[src/rtl/rb_serial_pkg.sv]
package rb_serial_pkg;

  localparam int CMD_W = 8;

  // Field order follows the bit positions of the command byte.
  typedef struct packed {
    logic       wr;     // bit 7
    logic [1:0] len;    // bits 6:5
    logic       neg;    // bit 4
    logic [1:0] rsel;   // bits 3:2
    logic [1:0] start;  // bits 1:0
  } cmd_t;

  typedef enum logic [2:0] {
    TGT_DATA = 3'd0,
    TGT_CTRL = 3'd1,
    TGT_OFFS = 3'd2,
    TGT_PFS  = 3'd3,
    TGT_NFS  = 3'd4
  } tgt_e;

  function automatic tgt_e decode_tgt(cmd_t c);
    case (c.rsel)
      2'd0:    return TGT_DATA;
      2'd1:    return TGT_CTRL;
      2'd2:    return TGT_OFFS;
      default: return c.neg ? TGT_NFS : TGT_PFS;
    endcase
  endfunction

  function automatic logic [1:0] next_idx(logic [1:0] i, int nbyte);
    return (int'(i) >= nbyte - 1) ? 2'd0 : i + 2'd1;
  endfunction

  // Byte slots above the register width read as zero.
  function automatic logic [7:0] pick_byte(logic [31:0] r, logic [1:0] i);
    return r[{i, 3'b000} +: 8];
  endfunction

endpackage

[src/rtl/rb_frame_ctrl.sv]
module rb_frame_ctrl
  import rb_serial_pkg::*;
#(
  parameter int NBYTE = 3
) (
  input  logic       clk,
  input  logic       rst_n,
  input  logic       cs_n,
  input  logic       sck,
  input  logic       sdi,
  output logic       ev_fall,
  output logic       ev_instr_done,
  output logic       in_data,
  output logic       rd_act,
  output logic       ld_tx,
  output logic       wr_commit,
  output logic [7:0] wr_byte,
  output cmd_t       cmd,
  output logic [1:0] idx
);

  logic       sck_q;
  logic [2:0] bitcnt;
  logic [6:0] rx_sh;
  logic [1:0] remain;
  logic       ev_rise;
  logic       byte_done;
  logic       wr_ok;

  assign ev_rise       = !cs_n && sck && !sck_q;
  assign ev_fall       = !cs_n && !sck && sck_q;
  assign byte_done     = ev_rise && (bitcnt == 3'd7);
  assign wr_byte       = {rx_sh, sdi};
  assign ev_instr_done = byte_done && !in_data;
  assign wr_ok         = cmd.wr && (decode_tgt(cmd) != TGT_DATA)
                         && (int'(cmd.start) < NBYTE);
  assign wr_commit     = byte_done && in_data && wr_ok;
  assign rd_act        = in_data && !cmd.wr;
  assign ld_tx         = ev_fall && rd_act && (bitcnt == 3'd0);

  always_ff @(posedge clk) begin
    if (!rst_n) begin
      sck_q   <= 1'b0;
      bitcnt  <= '0;
      rx_sh   <= '0;
      remain  <= '0;
      in_data <= 1'b0;
      cmd     <= '0;
      idx     <= '0;
    end else begin
      sck_q <= sck;
      if (cs_n) begin
        bitcnt  <= '0;
        in_data <= 1'b0;
      end else if (ev_rise) begin
        bitcnt <= bitcnt + 3'd1;
        rx_sh  <= {rx_sh[5:0], sdi};
        if (byte_done) begin
          if (!in_data) begin
            cmd     <= cmd_t'(wr_byte);
            in_data <= 1'b1;
            idx     <= wr_byte[1:0];
            remain  <= wr_byte[6:5];
          end else if (remain == 2'd0) begin
            in_data <= 1'b0;
          end else begin
            remain <= remain - 2'd1;
            idx    <= next_idx(idx, NBYTE);
          end
        end
      end
    end
  end

endmodule

[src/rtl/rb_reg_bank.sv]
module rb_reg_bank
  import rb_serial_pkg::*;
#(
  parameter int REG_W = 24
) (
  input  logic             clk,
  input  logic             rst_n,
  input  logic             wr_en,
  input  tgt_e             tgt,
  input  logic [1:0]       idx,
  input  logic [7:0]       wr_byte,
  input  logic             dat_load,
  input  logic [REG_W-1:0] dat_in,
  output logic [REG_W-1:0] dat_q,
  output logic [REG_W-1:0] ctrl_q,
  output logic [REG_W-1:0] offs_q,
  output logic [REG_W-1:0] pfs_q,
  output logic [REG_W-1:0] nfs_q,
  output logic [7:0]       rd_byte
);

  localparam int NBYTE = REG_W / 8;
  localparam int NWR   = 4;

  logic [REG_W-1:0] wq [NWR];
  logic [REG_W-1:0] sel;

  always_ff @(posedge clk) begin
    if (!rst_n)        dat_q <= '0;
    else if (dat_load) dat_q <= dat_in;
  end

  for (genvar g = 0; g < NWR; g++) begin : g_reg
    for (genvar b = 0; b < NBYTE; b++) begin : g_byte
      always_ff @(posedge clk) begin
        if (!rst_n)
          wq[g][b*8 +: 8] <= '0;
        else if (wr_en && tgt == tgt_e'(3'(g + 1)) && idx == 2'(b))
          wq[g][b*8 +: 8] <= wr_byte;
      end
    end
  end

  assign ctrl_q = wq[0];
  assign offs_q = wq[1];
  assign pfs_q  = wq[2];
  assign nfs_q  = wq[3];

  always_comb begin
    case (tgt)
      TGT_CTRL: sel = wq[0];
      TGT_OFFS: sel = wq[1];
      TGT_PFS:  sel = wq[2];
      TGT_NFS:  sel = wq[3];
      default:  sel = dat_q;
    endcase
  end

  assign rd_byte = pick_byte(32'(sel), idx);

endmodule

[src/rtl/rb_tx_out.sv]
module rb_tx_out (
  input  logic       clk,
  input  logic       rst_n,
  input  logic       cs_n,
  input  logic       ev_fall,
  input  logic       ld_tx,
  input  logic       rd_act,
  input  logic       mode_2w,
  input  logic [7:0] rd_byte,
  output logic       tx_bit,
  output logic       sdo,
  output logic       sdo_oe,
  output logic       sdio_o,
  output logic       sdio_oe
);

  logic [6:0] tx_sh;
  logic       drive;

  always_ff @(posedge clk) begin
    if (!rst_n) begin
      tx_sh  <= '0;
      tx_bit <= 1'b0;
      drive  <= 1'b0;
    end else if (cs_n) begin
      tx_bit <= 1'b0;
      drive  <= 1'b0;
    end else if (ld_tx) begin
      tx_bit <= rd_byte[7];
      tx_sh  <= rd_byte[6:0];
      drive  <= 1'b1;
    end else if (ev_fall && rd_act) begin
      tx_bit <= tx_sh[6];
      tx_sh  <= {tx_sh[5:0], 1'b0};
    end else if (!rd_act) begin
      drive <= 1'b0;
    end
  end

  assign sdo_oe  = drive && !mode_2w;
  assign sdio_oe = drive && mode_2w;
  assign sdo     = sdo_oe && tx_bit;
  assign sdio_o  = sdio_oe && tx_bit;

endmodule

[src/rtl/rb_serial_port.sv]
module rb_serial_port
  import rb_serial_pkg::*;
#(
  parameter int REG_W = 24
) (
  input  logic             clk,
  input  logic             rst_n,
  input  logic             cs_n,
  input  logic             sck,
  input  logic             sdio_i,
  output logic             sdio_o,
  output logic             sdio_oe,
  output logic             sdo,
  output logic             sdo_oe,
  input  logic             mode_2w,
  input  logic             dat_load,
  input  logic [REG_W-1:0] dat_in,
  output logic [REG_W-1:0] ctrl_reg,
  output logic [REG_W-1:0] offs_reg,
  output logic [REG_W-1:0] pfs_reg,
  output logic [REG_W-1:0] nfs_reg
);

  localparam int NBYTE = REG_W / 8;

  // Internal events, named so the bound checker can observe them.
  logic             ev_fall;
  logic             ev_instr_done;
  logic             in_data;
  logic             rd_act;
  logic             ld_tx;
  logic             wr_commit;
  logic             tx_bit;
  logic [7:0]       wr_byte;
  logic [7:0]       rd_byte;
  logic [1:0]       idx;
  logic [REG_W-1:0] dat_q;
  cmd_t             cmd;
  tgt_e             tgt;

  assign tgt = decode_tgt(cmd);

  rb_frame_ctrl #(.NBYTE(NBYTE)) u_frame (
    .clk(clk), .rst_n(rst_n), .cs_n(cs_n), .sck(sck), .sdi(sdio_i),
    .ev_fall(ev_fall), .ev_instr_done(ev_instr_done), .in_data(in_data),
    .rd_act(rd_act), .ld_tx(ld_tx), .wr_commit(wr_commit),
    .wr_byte(wr_byte), .cmd(cmd), .idx(idx)
  );

  rb_reg_bank #(.REG_W(REG_W)) u_bank (
    .clk(clk), .rst_n(rst_n), .wr_en(wr_commit), .tgt(tgt), .idx(idx),
    .wr_byte(wr_byte), .dat_load(dat_load), .dat_in(dat_in),
    .dat_q(dat_q), .ctrl_q(ctrl_reg), .offs_q(offs_reg),
    .pfs_q(pfs_reg), .nfs_q(nfs_reg), .rd_byte(rd_byte)
  );

  rb_tx_out u_tx (
    .clk(clk), .rst_n(rst_n), .cs_n(cs_n), .ev_fall(ev_fall),
    .ld_tx(ld_tx), .rd_act(rd_act), .mode_2w(mode_2w), .rd_byte(rd_byte),
    .tx_bit(tx_bit), .sdo(sdo), .sdo_oe(sdo_oe),
    .sdio_o(sdio_o), .sdio_oe(sdio_oe)
  );

endmodule

[config.mk]
export PLATFORM = sky130hd
export DESIGN_NAME = rb_serial_port
export DESIGN_NICKNAME = d
export VERILOG_FILES = /design/src/rtl/rb_serial_pkg.sv /design/src/rtl/rb_frame_ctrl.sv /design/src/rtl/rb_reg_bank.sv /design/src/rtl/rb_tx_out.sv /design/src/rtl/rb_serial_port.sv
export SDC_FILE = /design/constraint.sdc
export NUM_CORES = 1
export LEC_CHECK = 0
export BUFFER_PORTS_ARGS = -buffer_cell sky130_fd_sc_hd__buf_4
export CAP_MARGIN = 20
export CORE_AREA = 2 2 130 132
export DETAILED_ROUTE_END_ITERATION = 8
export DIE_AREA = 0 0 132 134
export HOLD_SLACK_MARGIN = 0.06
export PLACE_DENSITY_LB_ADDON = 0.2
export SKIP_CTS_REPAIR_TIMING = 1
export SKIP_LAST_GASP = 1
export SYNTH_ARGS = -nofsm -noshare
export SYNTH_HDL_FRONTEND = slang
export SYNTH_HIERARCHICAL = 1
export SYNTH_SLANG_ARGS = --single-unit
export TNS_END_PERCENT = 20
[constraint.sdc]
create_clock -name clk -period 2.7 [get_ports clk]
set_input_delay 0.54 -clock clk [delete_from_list [all_inputs] [get_ports clk]]
set_output_delay 0.54 -clock clk [all_outputs]
set_load 0.01 [all_outputs]
# Yosys cells after proc, flatten, opt, wreduce, memory -nomap -nowiden
# Memory sizes are Yosys's and may differ from the RTL's.
# Cells that the tools add are included.
dict set report op_classes {
  add_sub_neg 3
  mul 0
  div 0
  order_cmp 2
  eq_ne 12
  shift 1
  mux 66
  bitwise_logic 15
  n_reduce_logical 50
}
# operator n
set ops {}
lappend ops {{8-bit two-way mux} 12}
lappend ops {{24-bit one-hot mux with 4 select lines} 1}
lappend ops {{1-bit two-way mux} 44}
lappend ops {{1-bit logical AND} 32}
lappend ops {{32-bit by 6-bit variable part select with 8-bit output} 1}
lappend ops {{7-bit two-way mux} 2}
lappend ops {{1-bit bitwise OR} 12}
lappend ops {{2-bit two-way mux} 5}
lappend ops {{3-bit one-hot mux with 3 select lines} 1}
lappend ops {{2-bit AND reduction} 4}
lappend ops {{4-bit AND reduction} 2}
lappend ops {{3-bit by 2-bit == test with 1-bit output, second input constant} 2}
lappend ops {{3-bit == test, second input constant} 2}
lappend ops {{2-bit logical NOT} 3}
lappend ops {{2-bit != test, second input constant} 3}
lappend ops {{1-bit logical NOT} 5}
lappend ops {{2-bit by 1-bit == test with 1-bit output, second input constant} 2}
lappend ops {{2-bit == test, second input constant} 2}
lappend ops {{3-bit by 1-bit adder with 3-bit output, second input constant} 1}
lappend ops {{3-bit by 1-bit == test with 1-bit output, second input constant} 1}
lappend ops {{3-bit logical NOT} 1}
lappend ops {{3-bit two-way mux} 1}
lappend ops {{1-bit inverter} 3}
lappend ops {{3-bit nonzero test} 1}
lappend ops {{6 further kinds} 6}
dict set report totals {
  reg_bits 55
  latchBits 0
  ram_bits 96
  mem_bits_ro 0
  in_bits 31
  output_inout_bits 100
  wordCells 164
  mem_count 1
}
# memory depth width rd rd_clocked_by_memory_dff wr line_no
set memory_table {}
lappend memory_table {u_bank.wq 4 24 4 0 4 rb_reg_bank.sv:25} ;# logic [REG_W-1:0] wq [NWR];

# Longest topological paths before layout
# Gate-level depths: netlist of the first run.
dict set report depth {
  ltp_word 12
  mapped_depth 11
  mapped_depth_nobuf 9
}

# Hierarchy
# The synthesis of the first run kept the hierarchy.
# mod n_inst cells_per_inst area_per_inst_um2 seq_area_each_um2
set modules_own_cells {}
lappend modules_own_cells {rb_reg_bank 1 463 5629.1 3363.2}
lappend modules_own_cells {rb_frame_ctrl 1 117 1083.5 480.5}
lappend modules_own_cells {rb_tx_out 1 51 471.7 180.2}
lappend modules_own_cells {rb_serial_port 1 3 21.3 0.0}

# Least setup slack after synthesis of the first run
# OpenSTA, ideal clock, no wires.
dict set report synth_path {
  path_type {register -> register}
  start {register u_frame.bitcnt[0]}
  end {memory u_bank.wq[2][0], enable pin}
  setup_time_ns 0.384
  arrival_ns 2.240
  t_required_ns 2.316
  setup_slack_ns 0.076
  path_stages_with_launch 9
  path_buffers 1
  period_less_slack_ns 2.624
  cell_sequence {dfxtp_1 > ha_1 > ha_1 > and4bb_1 > buf_4 > and4_1 > nor2b_1 > nand3_1 > o21ai_0}
}
# item line_no
set synth_rtl {}
lappend synth_rtl {{start: declaration} rb_frame_ctrl.sv:23} ;# logic [2:0] bitcnt;
lappend synth_rtl {{start signal: assignment} rb_frame_ctrl.sv:56} ;# bitcnt <= bitcnt + 3'd1;
lappend synth_rtl {{end: declaration} rb_reg_bank.sv:25}

# Final worst setup path of the first run
dict set report layout_path {
  start {register, netlist name u_frame/cmd[2]}
  end {register u_tx.tx_sh[3]}
}
dict set report layout_between {
  elab_chain_len 6
  elab_cells_between_ends 11
  cone_classes {eq/ne (6); shift (1); mux (3); reduce/logical (1)}
}
# item line_no
set layout_rtl {}
lappend layout_rtl {{2-bit == test (tied with other cells)} rb_serial_pkg.sv:23} ;# case (c.rsel)
lappend layout_rtl {{3-bit one-hot mux with 3 select lines *} rb_serial_pkg.sv:23}
lappend layout_rtl {{net tgt[0]} rb_serial_port.sv:39} ;# tgt_e tgt;
lappend layout_rtl {{3-bit == test (tied with other cells)} rb_reg_bank.sv:50} ;# case (tgt)
lappend layout_rtl {{24-bit one-hot mux with 4 select lines *} rb_reg_bank.sv:50}
lappend layout_rtl {{32-bit by 6-bit variable part select with 8-bit output *} rb_serial_pkg.sv:37} ;# return r[{i, 3'b000} +: 8];
lappend layout_rtl {{net rd_byte[3]} rb_serial_port.sv:35} ;# logic [7:0] rd_byte;
lappend layout_rtl {{7-bit two-way mux *} rb_tx_out.sv:28} ;# end else if (ld_tx) begin
lappend layout_rtl {{end signal: assignment} rb_tx_out.sv:30} ;# tx_sh <= rd_byte[6:0];
lappend layout_rtl {{end signal: assignment} rb_tx_out.sv:34} ;# tx_sh <= {tx_sh[5:0], 1'b0};
lappend layout_rtl {{end: declaration} rb_tx_out.sv:17} ;# logic [6:0] tx_sh;
# The timed path passes the listed nets; every way through them passes the cells marked *.
# A chain may end at the register's enable or synchronous reset.

==> flow_summary_export.csv, run 1 <==
group,metric,value,unit
run_status,run_status,"finished clean",
power,switchingPower,1.20,mW
layout,drive_above_1_share,28.8,%
logic_synthesis,yosys_warnings,6,
detailed_routing,first_iter_violations,514,
placed_design,dp_hpwl,15.7,mm
power,p_int,4.16,mW
setup_path,crit_type,"flip-flop to flip-flop",
setup_path,reg2reg_slack,0.02,ns
clocking,cts_tree,"yes",
die,die-area,17700,sq um
timing,rsz0062_at_grt,"yes",
setup_path,worst_r2r_endpoint,"u_tx/tx_sh[3]",
setup_path,required,3.05,ns
timing,tightestPinTransition,0.788,ns
global_routing,grt_start_max_net_pins,48,
job,maxCapViolCount,0,
power,power_frac_comb,6.9,%
clocking,numCtsBuffers,17,
die,rows,47,
clocking,clock_sinks,151,
logic_synthesis,syn_area,7130,sq um
die,dieWidth,132,um
layout,syn2layout_area_growth,27.7,%
min_path,hp-class,"input pin to flip-flop",
global_routing,gr-total-overflow,0,
timing,finalCritPeriodShare,99.3,%
global_routing,grt_pass1_vias,5397,
placed_design,place_congestion,0.990,
setup_path,cp-start-kind,"flip-flop",
clocking,cts_buffer_depth,2,
timing,finalHoldViolCount,0,
setup_path,cpLargestDelayFamily,"compound AO/OA/AOI/OAI gates",
layout,design_area,9110,sq um
die,start_util,43.8,%
layout,nNetsFinal,806,
logic_synthesis,syn_inst,626,
clocking,clk_pin_slew,0.06,ns
logic_synthesis,synth.avg_cell_area,11.4,sq um
power,vdd_ir_drop_max,0.454,mV
power,seq_power_share,49.2,%
detailed_routing,num_vias,5594,
power,powerDensity,588,nW/um^2
min_path,hold_end,"u_frame/sck_q",
die,core,16300,sq um
logic_synthesis,syn-num-nets,661,
detailed_routing,firstDrtPassIters,6,
timing,setup-violations-final,0,
setup_path,worst-path-buf-inv,3,
setup_path,crit_path_cell_trace,"a21boi_1, buf_4, inv_1, buf_4, nor2_4, a221oi_1, o21ai_0, nand3_1, mux2i_1, or3_1, a21boi_1",
detailed_routing,via_per_inst,5.57,
power,leakage,3.50,nW
timing,finalMaxSlewViolations,0,
global_routing,grt_pass1_wl,31.7,mm
min_path,hold_path_depth,2,
clocking,cts_root_buf,"clkbuf_16",
setup_path,r2r_start,"u_frame/cmd[2]",
placed_design,dp_slack,-0.146,ns
die,ios,131,
setup_path,rr_worst_depth,11,
min_path,hp-start,"sck",
timing,fmax,373,MHz
power,clock_power_share,44.0,%
setup_path,slowest_delay,0.61,ns
setup_path,endpoint_kind,"flip-flop",
global_routing,grtUsageTotal,24.3,%
power,p_sw_share,22.4,%
placed_design,portBuffers,130,
timing,skew,0.0126,ns
timing,relSlewSlack,47.4,%
timing,finalWorstSetupSlack,0.0184,ns
detailed_routing,route.antenna.remaining_nets,0,
die,die_h,134,um
clocking,htree_levels,4,
timing,finalHoldWorstSlack,0.371,ns
clocking,insertion_delay,0.42,ns
detailed_routing,wl_per_cell,21.4,um
setup_path,crit_arrival,3.03,ns
setup_path,crit_fanout,19,
power,total_power,5.36,mW
layout,antenna_cells,0,
placed_design,post_dp_cell_area,8460,sq um
setup_path,crit_slowest_cell,"a221oi_1",
timing,finalCriticalPeriod,2.68,ns
detailed_routing,routed_wl,21.5,mm
detailed_routing,route.detailed.drc,0,
global_routing,antenna_found_initial,0,
-- through the flow --
stage	util, %	std cells	setup TNS (ns)
2_1_floorplan	-	626	0
3_3_place_gp	52.0	972	-0.0683
3_5_place_dp	52.0	972	-0.235
4_1_cts	55.6	1004	-0.340
5_1_grt	55.9	1004	-0.178
6_report	55.9	1004	0
-- metal layers --
metal / vias to the layer above / part of all wire, % / track usage, %
met2: 273 / 46 / 37.9
met5: - / 0 / 0
met1: 2719 / 42 / 32.4
met4: 0 / 3.4 / 10.6
li1: 2559 / - / -
met3: 43 / 8.2 / 5.78
-- placed cells by master, fill, tap and decap left out, types with 8 or more instances in the layout --
| master | n |
|---|---|
| buf_4 | 169 |
| and2_1 | 100 |
| edfxtp_1 | 96 |
| mux2i_1 | 60 |
| dfxtp_1 | 55 |
| nor2_1 | 34 |
| nor2b_1 | 32 |
| o21ai_0 | 32 |
| nand2_1 | 21 |
| clkbuf_16 | 20 |
| o22ai_1 | 19 |
| inv_1 | 9 |
| a21oi_1 | 9 |
| mux2_2 | 8 |
| o221ai_1 | 8 |
-- registers in the layout, summed over array words and instances, names as in the netlist --
| name | count |
|---|---|
| u_bank/dat_q | 24 |
| u_bank/wq | 96 |
| u_frame/bitcnt | 3 |
| u_frame/cmd | 6 |
| u_frame/idx | 2 |
| u_frame/in_data | 1 |
| u_frame/remain | 2 |
| u_frame/rx_sh | 7 |
| u_frame/sck_q | 1 |
| u_tx/drive | 1 |
| u_tx/tx_bit | 1 |
| u_tx/tx_sh | 7 |
-- worst reg2reg max path, stage by stage (launching register included) --
cell and delay [ns]:
dfxtp_1 0.36, a21boi_1 0.16, buf_4 0.18, inv_1 0.09, buf_4 0.28, nor2_4 0.14
a221oi_1 0.61, o21ai_0 0.17, nand3_1 0.10, mux2i_1 0.06, or3_1 0.31, a21boi_1 0.13
-- how the worst max path moves through the flow --
stage,to,start,depth (start not counted),slack [ns]
final,u_tx/tx_sh[3],u_frame/cmd[2],11,0.02
after global routing,u_tx/tx_sh[3],u_frame/cmd[3],11,-0.07
after CTS,u_tx/tx_sh[6],u_frame/cmd[3],9,-0.18
after detailed placement,u_tx/tx_sh[6],u_frame/cmd[3],9,-0.15
after global placement,u_tx/tx_sh[6],u_frame/cmd[3],9,-0.07
after floorplan,u_bank/wq[2][0],u_frame/bitcnt[0],8,0.08
-- power by group through the flow --
stage	Combinational [mW]	Clock (mW)	Sequential [mW]
after CTS	0.369	2.39	2.63
final	0.367	2.36	2.63
after floorplan	0.123	0	2.68
after detailed placement	0.367	0	2.68
after global placement	0.361	0	2.68
after global routing	0.392	2.49	2.64
-- area by class of cell --
type                    instances  area, sq um
well taps                     220          275
fillers                      1418         7180
clock buffers                  24          547
inverters                       9         33.8
flip-flops and latches        151         3980
repair buffers                169         1270
multi-input cells             423         2950
clock inverters                 8         53.8
Note: power is estimated with default switching activity, not from simulation.
==> run 2: changes to the inputs <==
- CORE_AREA: 2 2 130 132 -> 2 2 158 160
- CTS_CLUSTER_DIAMETER: default -> 80
- DIE_AREA: 0 0 132 134 -> 0 0 160 162
- MAX_ROUTING_LAYER: default -> met4
==> flow_summary_export.csv, run 2 (synthesis results as in run 1) <==
group,metric,value,unit
layout,drive_above_1_share,28.3,%
layout,fill_cells,2416,
clocking,cts_root_buf,"clkbuf_16",
layout,layout_commonest_cell,"buf_4",
clocking,numCtsBuffers,17,
layout,antenna_cells,0,
detailed_routing,firstDrtPassIters,5,
setup_path,slowest_delay,0.55,ns
setup_path,crit_arrival,3.01,ns
die,ios,131,
timing,setup-violations-final,0,
power,total_power,5.23,mW
detailed_routing,route.antenna.remaining_nets,0,
layout,largest_registers,"u_bank/wq x96, u_bank/dat_q x24",
timing,finalHoldWorstSlack,0.354,ns
clocking,cts_tree,"yes",
global_routing,antenna_found_initial,0,
layout,largest_register_ffs,96,
timing,finalCritPeriodShare,98.3,%
job,maxCapViolCount,0,
placed_design,portBuffers,130,
global_routing,grt_start_max_net_pins,45,
timing,finalMaxSlewViolations,0,
clocking,insertion_delay,0.43,ns
power,powerDensity,570,nW/um^2
layout,syn2layout_area_growth,28.7,%
clocking,htree_levels,4,
clocking,cts_buffer_depth,2,
detailed_routing,num_vias,5527,
timing,fmax,377,MHz
placed_design,place_congestion,0.831,
clocking,clock_sinks,151,
layout,layout_common_cells,"buf_4, and2_1, edfxtp_1",
placed_design,dp_slack,0.0671,ns
die,rows,57,
power,leakage,3.47,nW
detailed_routing,wl_per_cell,21.2,um
min_path,hp-class,"input pin to flip-flop",
power,vdd_ir_drop_max,0.319,mV
setup_path,crit_path_cell_trace,"and3_1, nand2b_1, buf_4, o22ai_1, a221oi_1, a22oi_1, nand3_1, mux2i_1, or3_1, a21boi_1",
placed_design,dp_hpwl,17.4,mm
layout,top_register,"u_bank/wq",
die,start_util,29.6,%
global_routing,grt_pass1_wl,34.4,mm
global_routing,gr-total-overflow,0,
setup_path,endpoint_kind,"flip-flop",
die,die_h,162,um
timing,skew,0.00844,ns
timing,setup_tns,0,ns
die,core,24100,sq um
timing,tightestPinTransition,0.839,ns
detailed_routing,route.detailed.drc,0,
layout,nNetsFinal,810,
detailed_routing,routed_wl,23.5,mm
timing,finalHoldViolCount,0,
placed_design,placed_cells,1080,
clocking,clk_pin_slew,0.06,ns
timing,finalCriticalPeriod,2.65,ns
layout,multiInputGateArea,2910,sq um
die,dieWidth,160,um
run_status,run_status,"finished clean",
setup_path,required,3.05,ns
detailed_routing,first_iter_violations,439,
detailed_routing,via_per_inst,4.97,
layout,fin_cells,1112,
setup_path,crit_slowest_cell,"a221oi_1",
layout,fin_util,38.1,%
die,die-area,25900,sq um
timing,relSlewSlack,44.0,%
timing,rsz0062_at_grt,"yes",
placed_design,post_dp_cell_area,8620,sq um
setup_path,crit_type,"flip-flop to flip-flop",
global_routing,grt_pass1_vias,5546,
setup_path,crit_fanout,5,
global_routing,grtUsageTotal,18.6,%
timing,finalWorstSetupSlack,0.0460,ns
layout,design_area,9180,sq um
layout,ff_latch_area,3980,sq um
setup_path,cp-start-kind,"flip-flop",
## run 2: layout make-up
class	instances	area share, %
Sequential cell	151	43.4
Clock buffer	22	5.21
Tap cell	324	4.42
Multi-Input combinational cell	423	31.7
Clock inverter	10	0.777
Timing Repair Buffer	173	14.1
Inverter	9	0.368
## run 2: path summary, 6_finish.rpt
| kind | cells after the start | start | slack, ns | endpoint |
|---|---|---|---|---|
| max | 10 | u_frame/cmd[2] | 0.05 | u_tx/tx_sh[6] |
| min | 2 | sck | 0.35 | u_frame/sck_q |
| max reg2reg | 10 | u_frame/cmd[2] | 0.05 | u_tx/tx_sh[6] |
| min reg2reg | 2 | u_tx/tx_sh[4] | 0.47 | u_tx/tx_sh[4] |
## run 2: power by group
part	internal, mW	total, mW	leakage [nW]	switching (mW)
Clock	1.26	2.22	0.280	0.957
Combinational	0.185	0.371	1.83	0.186
Sequential	2.55	2.64	1.36	0.0914
## run 2: layer usage
layer	vias to the layer above	part of all wire, %	track usage [%]
met2	249	45	27.9
met3	39	6.9	3.86
li1	2570	-	-
met4	0	3.3	8.23
met1	2669	45	24.5
met5	-	0	-
## run 2: critical path: cells and delay by family, from the launching register on
family	cells	cell delay [ns]
AO/OA/AOI/OAI	4	0.89
flip-flops	1	0.45
multiplexers	1	0.09
AND/OR/NAND/NOR	4	1.01
buffers and inverters	1	0.16
